### src/rtl/spiff_pkg.sv
package spiff_pkg;

  // Control register fields, stored in bits 3:0
  typedef struct packed {
    logic txMarkSel;
    logic rxFullIe;
    logic txNearIe;
    logic fifoEn;
  } ctrl_t;

  // Strobes from control to datapath
  typedef struct packed {
    logic rxPush;
    logic rxPop;
    logic rxPopZero;
    logic txPush;
    logic txPop;
    logic txPopZero;
  } strobe_t;

endpackage

### src/rtl/spiff_fifo.sv
module spiff_fifo #(
  parameter int DATA_W = 8,
  parameter int DEPTH  = 8,
  localparam int PTR_W = (DEPTH > 1) ? $clog2(DEPTH) : 1,
  localparam int CNT_W = $clog2(DEPTH + 1)
) (
  input  logic              clk,
  input  logic              rstN,
  input  logic              pushEn,
  input  logic [DATA_W-1:0] pushData,
  input  logic              popEn,
  input  logic              popZero,
  output logic [DATA_W-1:0] popData,
  output logic [CNT_W-1:0]  level,
  output logic [CNT_W-1:0]  levelNext
);

  logic [DATA_W-1:0] mem [DEPTH];
  logic [PTR_W-1:0]  wrPtr, rdPtr;

  function automatic logic [PTR_W-1:0] bump(input logic [PTR_W-1:0] p);
    return (p == PTR_W'(DEPTH - 1)) ? '0 : p + PTR_W'(1);
  endfunction

  assign levelNext = level + CNT_W'(pushEn) - CNT_W'(popEn);

  always_ff @(posedge clk) begin
    if (pushEn) mem[wrPtr] <= pushData;
  end

  always_ff @(posedge clk or negedge rstN) begin
    if (!rstN) begin
      wrPtr   <= '0;
      rdPtr   <= '0;
      level   <= '0;
      popData <= '0;
    end else begin
      level <= levelNext;
      if (pushEn) wrPtr <= bump(wrPtr);
      if (popEn) begin
        rdPtr   <= bump(rdPtr);
        popData <= mem[rdPtr];
      end else if (popZero) begin
        popData <= '0;
      end
    end
  end


  level_bound_chk: assert property (@(posedge clk) disable iff (!rstN)
    level <= CNT_W'(DEPTH));

  no_push_full_chk: assert property (@(posedge clk) disable iff (!rstN)
    pushEn |-> level != CNT_W'(DEPTH));

  empty_pop_only_chk: assert property (@(posedge clk) disable iff (!rstN)
    popZero |-> level == '0 && !popEn);

  empty_pop_hold_chk: assert property (@(posedge clk) disable iff (!rstN)
    popZero && !pushEn |=> level == '0);

endmodule

### src/rtl/spiff_datapath.sv
module spiff_datapath
  import spiff_pkg::*;
#(
  parameter int DATA_W = 8,
  parameter int DEPTH  = 8,
  localparam int CNT_W = $clog2(DEPTH + 1)
) (
  input  logic              clk,
  input  logic              rstN,
  input  strobe_t           strobe,
  input  logic [DATA_W-1:0] engRxData,
  output logic [DATA_W-1:0] hostRxData,
  input  logic [DATA_W-1:0] hostTxData,
  output logic [DATA_W-1:0] engTxData,
  output logic [CNT_W-1:0]  rxLevel,
  output logic [CNT_W-1:0]  rxLevelNext,
  output logic [CNT_W-1:0]  txLevel,
  output logic [CNT_W-1:0]  txLevelNext
);

  spiff_fifo #(.DATA_W(DATA_W), .DEPTH(DEPTH)) rxFifo (
    .clk       (clk),
    .rstN      (rstN),
    .pushEn    (strobe.rxPush),
    .pushData  (engRxData),
    .popEn     (strobe.rxPop),
    .popZero   (strobe.rxPopZero),
    .popData   (hostRxData),
    .level     (rxLevel),
    .levelNext (rxLevelNext)
  );

  spiff_fifo #(.DATA_W(DATA_W), .DEPTH(DEPTH)) txFifo (
    .clk       (clk),
    .rstN      (rstN),
    .pushEn    (strobe.txPush),
    .pushData  (hostTxData),
    .popEn     (strobe.txPop),
    .popZero   (strobe.txPopZero),
    .popData   (engTxData),
    .level     (txLevel),
    .levelNext (txLevelNext)
  );

endmodule

### src/rtl/spiff_ctrl.sv
module spiff_ctrl
  import spiff_pkg::*;
#(
  parameter int DATA_W       = 8,
  parameter int DEPTH        = 8,
  parameter int TX_LO_BITS   = 16,
  parameter int TX_HI_BITS   = 32,
  parameter int RX_FULL_BITS = 48,
  localparam int CNT_W       = $clog2(DEPTH + 1),
  localparam int TX_LO_ENT   = TX_LO_BITS / DATA_W,
  localparam int TX_HI_ENT   = TX_HI_BITS / DATA_W,
  localparam int RX_FULL_ENT = RX_FULL_BITS / DATA_W
) (
  input  logic             clk,
  input  logic             rstN,
  input  logic             regWe,
  input  logic [7:0]       regWdata,
  output logic [7:0]       regRdata,
  input  logic             rxDmaEn,
  input  logic             txDmaEn,
  input  logic             rxIntEn,
  input  logic             txIntEn,
  input  logic             engRxPush,
  input  logic             hostRxPop,
  input  logic             hostTxPush,
  input  logic             engTxPop,
  input  logic [CNT_W-1:0] rxLevel,
  input  logic [CNT_W-1:0] rxLevelNext,
  input  logic [CNT_W-1:0] txLevel,
  input  logic [CNT_W-1:0] txLevelNext,
  output strobe_t          strobe,
  output logic             rxEmpty,
  output logic             txFull,
  output logic             txNearEmpty,
  output logic             rxNearFull,
  output logic             rxOverflow,
  output logic             txOverflow,
  output logic             rxDmaReq,
  output logic             txDmaReq,
  output logic             irq
);

  ctrl_t ctrlQ;
  logic  rxFullNow, rxEmptyNow, txFullNow, txEmptyNow;
  logic  rxEmptyN, txFullN, txNearN, rxNearN;
  logic [CNT_W-1:0] txMark;

  assign regRdata = {4'b0000, ctrlQ};

  always_ff @(posedge clk or negedge rstN) begin
    if (!rstN)                      ctrlQ <= '0;
    else if (regWe && regWdata[0])  ctrlQ <= ctrl_t'(regWdata[3:0]);
  end

  assign rxFullNow  = rxLevel == CNT_W'(DEPTH);
  assign rxEmptyNow = rxLevel == '0;
  assign txFullNow  = txLevel == CNT_W'(DEPTH);
  assign txEmptyNow = txLevel == '0;

  always_comb begin
    strobe           = '0;
    strobe.rxPush    = ctrlQ.fifoEn && engRxPush && !rxFullNow;
    strobe.rxPop     = ctrlQ.fifoEn && hostRxPop && !rxEmptyNow;
    strobe.rxPopZero = ctrlQ.fifoEn && hostRxPop && rxEmptyNow;
    strobe.txPush    = ctrlQ.fifoEn && hostTxPush && !txFullNow;
    strobe.txPop     = ctrlQ.fifoEn && engTxPop && !txEmptyNow;
    strobe.txPopZero = ctrlQ.fifoEn && engTxPop && txEmptyNow;
  end

  assign txMark   = ctrlQ.txMarkSel ? CNT_W'(TX_HI_ENT) : CNT_W'(TX_LO_ENT);
  assign rxEmptyN = rxLevelNext == '0;
  assign txFullN  = txLevelNext == CNT_W'(DEPTH);
  assign txNearN  = txLevelNext <= txMark;
  assign rxNearN  = rxLevelNext >= CNT_W'(RX_FULL_ENT);

  always_ff @(posedge clk or negedge rstN) begin
    if (!rstN) begin
      rxEmpty     <= 1'b1;
      txFull      <= 1'b0;
      txNearEmpty <= 1'b1;
      rxNearFull  <= 1'b0;
      rxOverflow  <= 1'b0;
      txOverflow  <= 1'b0;
      rxDmaReq    <= 1'b0;
      txDmaReq    <= 1'b0;
      irq         <= 1'b0;
    end else begin
      rxEmpty     <= rxEmptyN;
      txFull      <= txFullN;
      txNearEmpty <= txNearN;
      rxNearFull  <= rxNearN;
      if (ctrlQ.fifoEn && engRxPush && rxFullNow)  rxOverflow <= 1'b1;
      if (ctrlQ.fifoEn && hostTxPush && txFullNow) txOverflow <= 1'b1;
      rxDmaReq <= ctrlQ.fifoEn && rxDmaEn && !rxEmptyN;
      txDmaReq <= ctrlQ.fifoEn && txDmaEn && !txFullN;
      irq      <= ctrlQ.fifoEn && (
                    (!rxDmaEn && rxIntEn && !rxEmptyN) ||
                    (!txDmaEn && txIntEn && !txFullN) ||
                    (ctrlQ.txNearIe && txNearN) ||
                    (ctrlQ.rxFullIe && rxNearN));
    end
  end


  write_gate_chk: assert property (@(posedge clk) disable iff (!rstN)
    regWe && !regWdata[0] |=> $stable(ctrlQ));

  off_quiet_chk: assert property (@(posedge clk) disable iff (!rstN)
    !ctrlQ.fifoEn |-> !irq && !rxDmaReq && !txDmaReq);

  rx_dma_chk: assert property (@(posedge clk) disable iff (!rstN)
    rxDmaReq |-> !rxEmpty);

  tx_dma_chk: assert property (@(posedge clk) disable iff (!rstN)
    txDmaReq |-> !txFull);

  ovf_sticky_chk: assert property (@(posedge clk) disable iff (!rstN)
    rxOverflow && txOverflow |=> rxOverflow && txOverflow);

  rx_flag_pair_chk: assert property (@(posedge clk) disable iff (!rstN)
    rxEmpty |-> !rxNearFull);

  tx_flag_pair_chk: assert property (@(posedge clk) disable iff (!rstN)
    txFull |-> !txNearEmpty);

endmodule

### src/rtl/spi_fifo_flags.sv
module spi_fifo_flags
  import spiff_pkg::*;
#(
  parameter int DATA_W       = 8,
  parameter int DEPTH        = 8,
  parameter int TX_LO_BITS   = 16,
  parameter int TX_HI_BITS   = 32,
  parameter int RX_FULL_BITS = 48,
  localparam int CNT_W       = $clog2(DEPTH + 1)
) (
  input  logic              clk,
  input  logic              rstN,
  input  logic              regWe,
  input  logic [7:0]        regWdata,
  output logic [7:0]        regRdata,
  input  logic              rxDmaEn,
  input  logic              txDmaEn,
  input  logic              rxIntEn,
  input  logic              txIntEn,
  input  logic              engRxPush,
  input  logic [DATA_W-1:0] engRxData,
  input  logic              hostRxPop,
  output logic [DATA_W-1:0] hostRxData,
  input  logic              hostTxPush,
  input  logic [DATA_W-1:0] hostTxData,
  input  logic              engTxPop,
  output logic [DATA_W-1:0] engTxData,
  output logic              rxEmpty,
  output logic              txFull,
  output logic              txNearEmpty,
  output logic              rxNearFull,
  output logic              rxOverflow,
  output logic              txOverflow,
  output logic              rxDmaReq,
  output logic              txDmaReq,
  output logic              irq
);

  strobe_t          strobe;
  logic [CNT_W-1:0] rxLevel, rxLevelNext, txLevel, txLevelNext;

  spiff_ctrl #(
    .DATA_W(DATA_W), .DEPTH(DEPTH), .TX_LO_BITS(TX_LO_BITS),
    .TX_HI_BITS(TX_HI_BITS), .RX_FULL_BITS(RX_FULL_BITS)
  ) ctrl (
    .clk         (clk),
    .rstN        (rstN),
    .regWe       (regWe),
    .regWdata    (regWdata),
    .regRdata    (regRdata),
    .rxDmaEn     (rxDmaEn),
    .txDmaEn     (txDmaEn),
    .rxIntEn     (rxIntEn),
    .txIntEn     (txIntEn),
    .engRxPush   (engRxPush),
    .hostRxPop   (hostRxPop),
    .hostTxPush  (hostTxPush),
    .engTxPop    (engTxPop),
    .rxLevel     (rxLevel),
    .rxLevelNext (rxLevelNext),
    .txLevel     (txLevel),
    .txLevelNext (txLevelNext),
    .strobe      (strobe),
    .rxEmpty     (rxEmpty),
    .txFull      (txFull),
    .txNearEmpty (txNearEmpty),
    .rxNearFull  (rxNearFull),
    .rxOverflow  (rxOverflow),
    .txOverflow  (txOverflow),
    .rxDmaReq    (rxDmaReq),
    .txDmaReq    (txDmaReq),
    .irq         (irq)
  );

  spiff_datapath #(.DATA_W(DATA_W), .DEPTH(DEPTH)) datapath (
    .clk         (clk),
    .rstN        (rstN),
    .strobe      (strobe),
    .engRxData   (engRxData),
    .hostRxData  (hostRxData),
    .hostTxData  (hostTxData),
    .engTxData   (engTxData),
    .rxLevel     (rxLevel),
    .rxLevelNext (rxLevelNext),
    .txLevel     (txLevel),
    .txLevelNext (txLevelNext)
  );

endmodule

### config.mk
export PLATFORM = sky130hd
export DESIGN_NAME = spi_fifo_flags
export DESIGN_NICKNAME = d
export VERILOG_FILES = /design/src/rtl/spiff_pkg.sv /design/src/rtl/spiff_fifo.sv /design/src/rtl/spiff_datapath.sv /design/src/rtl/spiff_ctrl.sv /design/src/rtl/spi_fifo_flags.sv
export SDC_FILE = /design/constraint.sdc
export NUM_CORES = 1
export LEC_CHECK = 0
export ABC_AREA = 1
export ABC_CLOCK_PERIOD_IN_PS = 3100
export BUFFER_PORTS_ARGS = -buffer_cell sky130_fd_sc_hd__buf_2
export CAP_MARGIN = 20
export CORE_ASPECT_RATIO = 0.6
export CORE_MARGIN = 3
export CORE_UTILIZATION = 42
export CTS_CLUSTER_DIAMETER = 100
export DETAILED_ROUTE_END_ITERATION = 16
export GPL_ROUTABILITY_DRIVEN = 0
export SYNTH_ARGS = -nofsm -noshare
export SYNTH_HDL_FRONTEND = slang
export SYNTH_SLANG_ARGS = --single-unit
### constraint.sdc
create_clock -name clk -period 3.1 [get_ports clk]
set_clock_uncertainty 0.1 [all_clocks]
set_input_delay 0.31 -clock clk [delete_from_list [all_inputs] [get_ports clk]]
set_output_delay 0.31 -clock clk [all_outputs]
set_load 0.005 [all_outputs]
After elaboration in Yosys (flattened, before gate mapping)
Memories as Yosys holds them, arrays and structs flattened. Index checks and enable logic that the tools add are counted. W data, S select, Z words.

Register bits: 49. Bits in writable memories: 128. Input port bits: 35. Output and inout port bits: 33. Word-level logic and storage cells: 93. Memories: 2.

Memories: datapath.rxFifo.mem (words 8, bits a word 8, read ports 1, clocked after Yosys merged registers in 0, write ports 1, RTL line spiff_fifo.sv:18) `logic [DATA_W-1:0] mem [DEPTH];`; datapath.txFifo.mem (words 8, bits a word 8, read ports 1, clocked after Yosys merged registers in 0, write ports 1, RTL line spiff_fifo.sv:18).

Add/sub/neg operators: 8. $lt $le $gt $ge: 2. Eq/ne operators: 7. Multiplexer cells: 13. Reductions and logical operators: 40.

Operators by type and width (number): $mux W8 (4); $logic_and A1 B1 Y1 (24); $mux W3 (5); $add A3 B1 Y3 const B (4); $eq A3 B3 Y1 const B (4); $eq A4 B4 Y1 const B (3); $logic_not A4 Y1 (3); $add A4 B1 Y4 (2); $logic_not A1 Y1 (8); $sub A4 B1 Y4 (2); $ge A4 B3 Y1 const B (1); $le A4 B4 Y1 (1); $mux W1 (4); $reduce_bool A2 Y1 (2); $logic_or A1 B1 Y1 (3).

Depth between registers and ports, before layout
Depth in word-level cells: 12. Depth in mapped cells: 19.

By module
A second synthesis with hierarchy kept.

Cells, all modules: 765. Area total of the unflattened synthesis: 7891.3 um2.

Modules (own cells, without submodules): spiff_fifo at datapath.rxFifo (times used 1, cells each 341, area an instance 3607.2 um2, sequential area each 2372.3 um2); spiff_fifo at datapath.txFifo (times used 1, cells each 341, area an instance 3583.4 um2, sequential area each 2372.3 um2); spiff_ctrl (times used 1, cells each 83, area an instance 700.7 um2, sequential area each 327.8 um2).

Least setup slack after synthesis
Ideal clock, no wire load.

Path kind: register to register. Start: register ctrl.ctrlQ (netlist bit ctrl.regRdata[0]). End: register ctrl.irq. Setup time: 0.117 ns. Arrival: 2.439 ns. Path slack: 0.444 ns. Cell stages (with the launch flop): 19. Path buffers: 1. Cell sequence: dfrtp_1 buf_6 nand2_4 a31oi_4 nand2_1 nand2_1 ha_1 inv_1 fa_1 nand2_1 nand2_1 ha_1 inv_1 o21bai_1 nand2_1 nand3_1 nand3_1 nand2_1 nand2_1.

Longest elaborated chain between the ends: 11. Elaborated cells on any way between the ends: 26. Classes of those cells: add/sub: 4; order compare: 2; eq/ne: 1; reduce/logical: 19.

Ends and longest elaborated chain: from (decl) (RTL line spiff_ctrl.sv:43) `ctrl_t ctrlQ;`; from (signal assigned) (RTL line spiff_ctrl.sv:52) `else if (regWe && regWdata[0]) ctrlQ <= ctrl_t'(regWdata[3:0]);`; $logic_and A1 B1 Y1 (2 in a row) (RTL line spiff_ctrl.sv:65) `strobe.txPush = ctrlQ.fifoEn && hostTxPush && !txFullNow;`; $add A4 B1 Y4 (RTL line spiff_fifo.sv:25) `assign levelNext = level + CNT_W'(pushEn) - CNT_W'(popEn);`; $sub A4 B1 Y4 (*) (RTL line spiff_fifo.sv:25); via ctrl.txLevelNext[2] (RTL line spiff_ctrl.sv:30) `input logic [CNT_W-1:0] txLevelNext,`; parallel branches: the longest is 4 deep, another holds $le A4 B4 Y1; $logic_or A1 B1 Y1 (*) (RTL line spiff_ctrl.sv:98) `(!txDmaEn && txIntEn && !txFullN) ||`; $logic_or A1 B1 Y1 (*) (RTL line spiff_ctrl.sv:99) `(ctrlQ.txNearIe && txNearN) ||`; $logic_and A1 B1 Y1 (*) (RTL line spiff_ctrl.sv:96) `irq <= ctrlQ.fifoEn && (`; to (signal assigned) (RTL line spiff_ctrl.sv:96); to (decl) (RTL line spiff_ctrl.sv:40) `output logic irq`.

Mark *: on every way through the listed nets, which the timed path passes. A chain may end at the register's enable or synchronous reset.

Final worst setup path
Start: register datapath.txFifo.level[2]. End: register ctrl.irq.

Longest elaborated chain between the ends: 12. Elaborated cells on any way between the ends: 17. Classes of those cells: add/sub: 2; order compare: 1; eq/ne: 2; reduce/logical: 12.

Ends and longest elaborated chain: from (decl) (RTL line spiff_fifo.sv:14) `output logic [CNT_W-1:0] level,`; from (signal assigned) (RTL line spiff_fifo.sv:38) `level <= levelNext;`; $eq A4 B4 Y1 (RTL line spiff_ctrl.sv:57) `assign txFullNow = txLevel == CNT_W'(DEPTH);`; $logic_not A1 Y1 (RTL line spiff_ctrl.sv:65); $logic_and A1 B1 Y1 (RTL line spiff_ctrl.sv:65); $add A4 B1 Y4 (RTL line spiff_fifo.sv:25); $sub A4 B1 Y4 (*) (RTL line spiff_fifo.sv:25); via ctrl.txLevelNext[2] (RTL line spiff_ctrl.sv:30); parallel branches: the longest is 4 deep, another holds $le A4 B4 Y1; $logic_or A1 B1 Y1 (*) (RTL line spiff_ctrl.sv:98); $logic_or A1 B1 Y1 (*) (RTL line spiff_ctrl.sv:99); $logic_and A1 B1 Y1 (*) (RTL line spiff_ctrl.sv:96).

Marked as above.

==> flow_summary.toml <==
[worst_setup_path]
worstPathArrival_ns = 3.05
cp.required_ns = 3.32
path_max_fanout = 3
slowest_stage = "fa_1"
cpMostUsedCell = "nand2_1"
start_kind = "flip-flop"
slowest_delay_ns = 0.38
end_kind = "flip-flop"
crit_chain = "inv_1 > ha_1 > a31oi_4 > nand2_1 > nand2_1 > ha_2 > inv_1 > fa_1 > nand2_1 > nand2_2 > ha_4 > inv_1 > o21bai_1 > nand2_1 > nand3_1 > nand3_1 > nand2_1 > nand2_1"
criticalPathCategory = "reg -> reg"

[pwr]
irDropWorstVdd_v = 0.000308
power_frac_seq = 0.409
comb_power_share = 0.331
p_clk_frac = 0.260
swShare = 0.362
p_switching_mw = 3.07
leakage_nw = 3.45
p_per_area_nw_per_um2 = 974
intPower_mw = 5.40

[logic_synthesis]
synth_top_area_frac = 0.516
netlist_top_cells_count = "128 x edfxtp_1, 105 x nor2_1, 71 x nand2_1"
synth_async_sr_flop_share = 0.277
syn_area_um2 = 7450
ys_seq_area_frac = 0.681
synth_edf_count = 128
synth_area_leaders = "edfxtp_1 52%, dfrtp_1 16%, nor2_1 5.3%, o21ai_0 3.6%, nand2_1 3.6%"
synth-seq-cells = 177
yosys.area.top_type = "edfxtp_1"
ys.flop_type = "edfxtp_1"
synth.distinct_cells = 33
synth.avg_cell_area_um2 = 12.0
synth_cells = 621
yosys_warnings = 0
yosysMostFrequentCell = "edfxtp_1"

[cells_and_area]
diodes = 0
multi_input_area_um2 = 2070
stdcell_area_um2 = 8690
final_net_count = 755
regArea_um2 = 5070
area_delta_synth_final_pct = 16.7
fill_cells = 1502
drive_gt1_frac = 0.200
instances_no_fill = 944

[sta]
min_period_ns = 2.83
fmax_mhz = 353
drv_slew = 0
hold_slack_ns = 0.0189
rsz0062_at_grt = "no"
hold_viol_final = 0
setup_viol = 0
relSlewSlack = 0.354
finalCritPeriodShare = 0.913
finalSetupTns_ns = 0
worstMarginPinSlew_ns = 0.969

[drt]
wl_met3_mm = 1.54
via_count = 4821
drt_iter0_markers = 456
met1_length_mm = 7.73
drt-total-wl_mm = 16.3
viasPerCell = 5.11
routedWlPerCell_um = 17.2
drtAntennaViolNets = 0
dr.max_layer_used = "met5"
wl_met2_mm = 6.84
remaining_drc_errors = 0
dr.pass1.iters = 6

[global_route]
grt_pass1_wl_mm = 25.5
grt_max_degree = 36
antenna_found_initial = 1
track_usage = 0.176
overflow = 0
first_global_vias = 4604

[clock_tree]
cts_buffer_depth = 2
clock_latency_ns = 0.42
htreeDepth = 4
clk_pin_slew_ns = 0.07
clock-sinks = 177
cts_root_buf = "clkbuf_16"
cts_made_buffers = 17
cts_tree = "built"
post_cts_buffers = 0

[placed_design]
hpwl_mm = 10.8
place_area_um2 = 8050
placedCellCount = 911
portBuffers = 59

[run]
max_cap_violations = 0

[floorplan]
io_pins = 68
rows = 37
dieArea_um2 = 19400
die_h_um = 109
start_util = 0.431
die_x_um = 178
coreArea_um2 = 17300

[run_status]
status = "finished clean"

[min_path]
hp-class = "in -> reg"
-- path summary, 6_finish.rpt --
| path | slack, ns | cells past startpoint | to | startpoint |
|---|---|---|---|---|
| max | 0.27 | 18 | ctrl.irq | datapath.txFifo.level[2] |
| min | 0.02 | 2 | ctrl.regRdata[2] | regWdata[2] |
| max reg2reg | 0.27 | 18 | ctrl.irq | datapath.txFifo.level[2] |
| min reg2reg | 0.38 | 2 | datapath.rxFifo.popData[3] | datapath.rxFifo.popData[3] |
| max in group asynchronous | 1.78 | 3 | datapath.txFifo.popData[7] | rstN |
| min in group asynchronous | 0.43 | 2 | ctrl.regRdata[2] | rstN |
-- cells by family (layout without fill, tap and decap cells) --
logic type | Yosys count | in the layout | share of synthesized area
and+or+nand+nor | 216 | 216 | 0.121
DFF | 177 | 177 | 0.681
AOI/OAI and AO/OA | 125 | 125 | 0.107
buffers and inverters | 76 | 162 | 0.0452
adders and majority gates | 23 | 23 | 0.0407
muxes | 2 | 2 | 0.00302
other | 1 | 4 | 0.000504
xor gates and xnor gates | 1 | 1 | 0.00118
-- per-stage QoR --
stage / util / power (mW) / setup slack, ns
final: 0.503 / 8.46 / 0.270
after global routing: 0.503 / 9.10 / 0.0569
after CTS: 0.502 / 8.51 / 0.147
after detailed placement: 0.466 / 6.29 / 0.170
after global placement: 0.466 / 6.13 / 0.335
after floorplan: - / 5.35 / 0.444
-- registers in the layout (all words and copies together) (netlist names), 3 cells and up --
register / cells
ctrl.regRdata: 4
datapath.rxFifo.level: 4
datapath.rxFifo.mem: 64
datapath.rxFifo.popData: 8
datapath.rxFifo.rdPtr: 3
datapath.rxFifo.wrPtr: 3
datapath.txFifo.level: 4
datapath.txFifo.mem: 64
datapath.txFifo.popData: 8
datapath.txFifo.rdPtr: 3
datapath.txFifo.wrPtr: 3
-- placed cells by master, fill, tap and decap left out, types with 2 or more instances in the layout --
| cell type | count |
|---|---|
| ha_1 | 19 |
| mux2_2 | 2 |
| edfxtp_1 | 128 |
| clkbuf_16 | 17 |
| or2_4 | 2 |
| nand2_1 | 70 |
| nand2_4 | 4 |
| clkinv_4 | 3 |
| dfrtp_1 | 47 |
| a31oi_4 | 4 |
| dfstp_2 | 2 |
| fa_1 | 2 |
| buf_4 | 22 |
| nor2_1 | 105 |
| o211ai_1 | 23 |
| buf_2 | 59 |
| nor2_2 | 5 |
| o21ai_1 | 26 |
| inv_6 | 5 |
| o21ai_0 | 54 |
| nand3_1 | 26 |
| o21bai_1 | 3 |
| a21oi_1 | 3 |
| inv_2 | 7 |
| nand4_1 | 2 |
| conb_1 | 4 |
| bufinv_16 | 3 |
| clkinv_2 | 2 |
| inv_1 | 41 |
| o221ai_1 | 9 |
-- final cells by class --
cell class	count	area share
sequential	177	0.584
multi-input combinational	371	0.238
timing repair buffer	82	0.0541
clock buffer	18	0.0494
tap	234	0.0337
inverter	48	0.0207
clock inverter	14	0.0204
-- timing repair --
item,CTS,global route
setup endpoints to repair,0,1
gates resized for setup,0,3
hold buffers,1,0
hold endpoints to repair,30,0
-- power groups by stage --
stage	Clock (mW)	Sequential (mW)	Combinational [mW]
2_1_floorplan	0	3.35	2.00
6_report	2.20	3.46	2.80
3_3_place_gp	0	3.48	2.65
3_5_place_dp	0	3.51	2.78
5_1_grt	2.36	3.52	3.22
4_1_cts	2.25	3.46	2.80
-- routing by layer --
metal,GRT usage,up-vias
li1,-,2323
met1,0.267,2344
met2,0.250,138
met3,0.0473,14
met4,0.0448,2
met5,0,-
-- worst max-delay path, delay by kind of cell, from the launching register on --
kind / cells / cell delay [ns]
buffers and inverters: 3 / 0.16
AND/OR/NAND/NOR: 9 / 0.71
flip-flops: 1 / 0.33
adder cells (fa/ha/maj): 4 / 1.08
AO/OA/AOI/OAI: 2 / 0.34
Note: power is estimated with default switching activity, not from simulation.
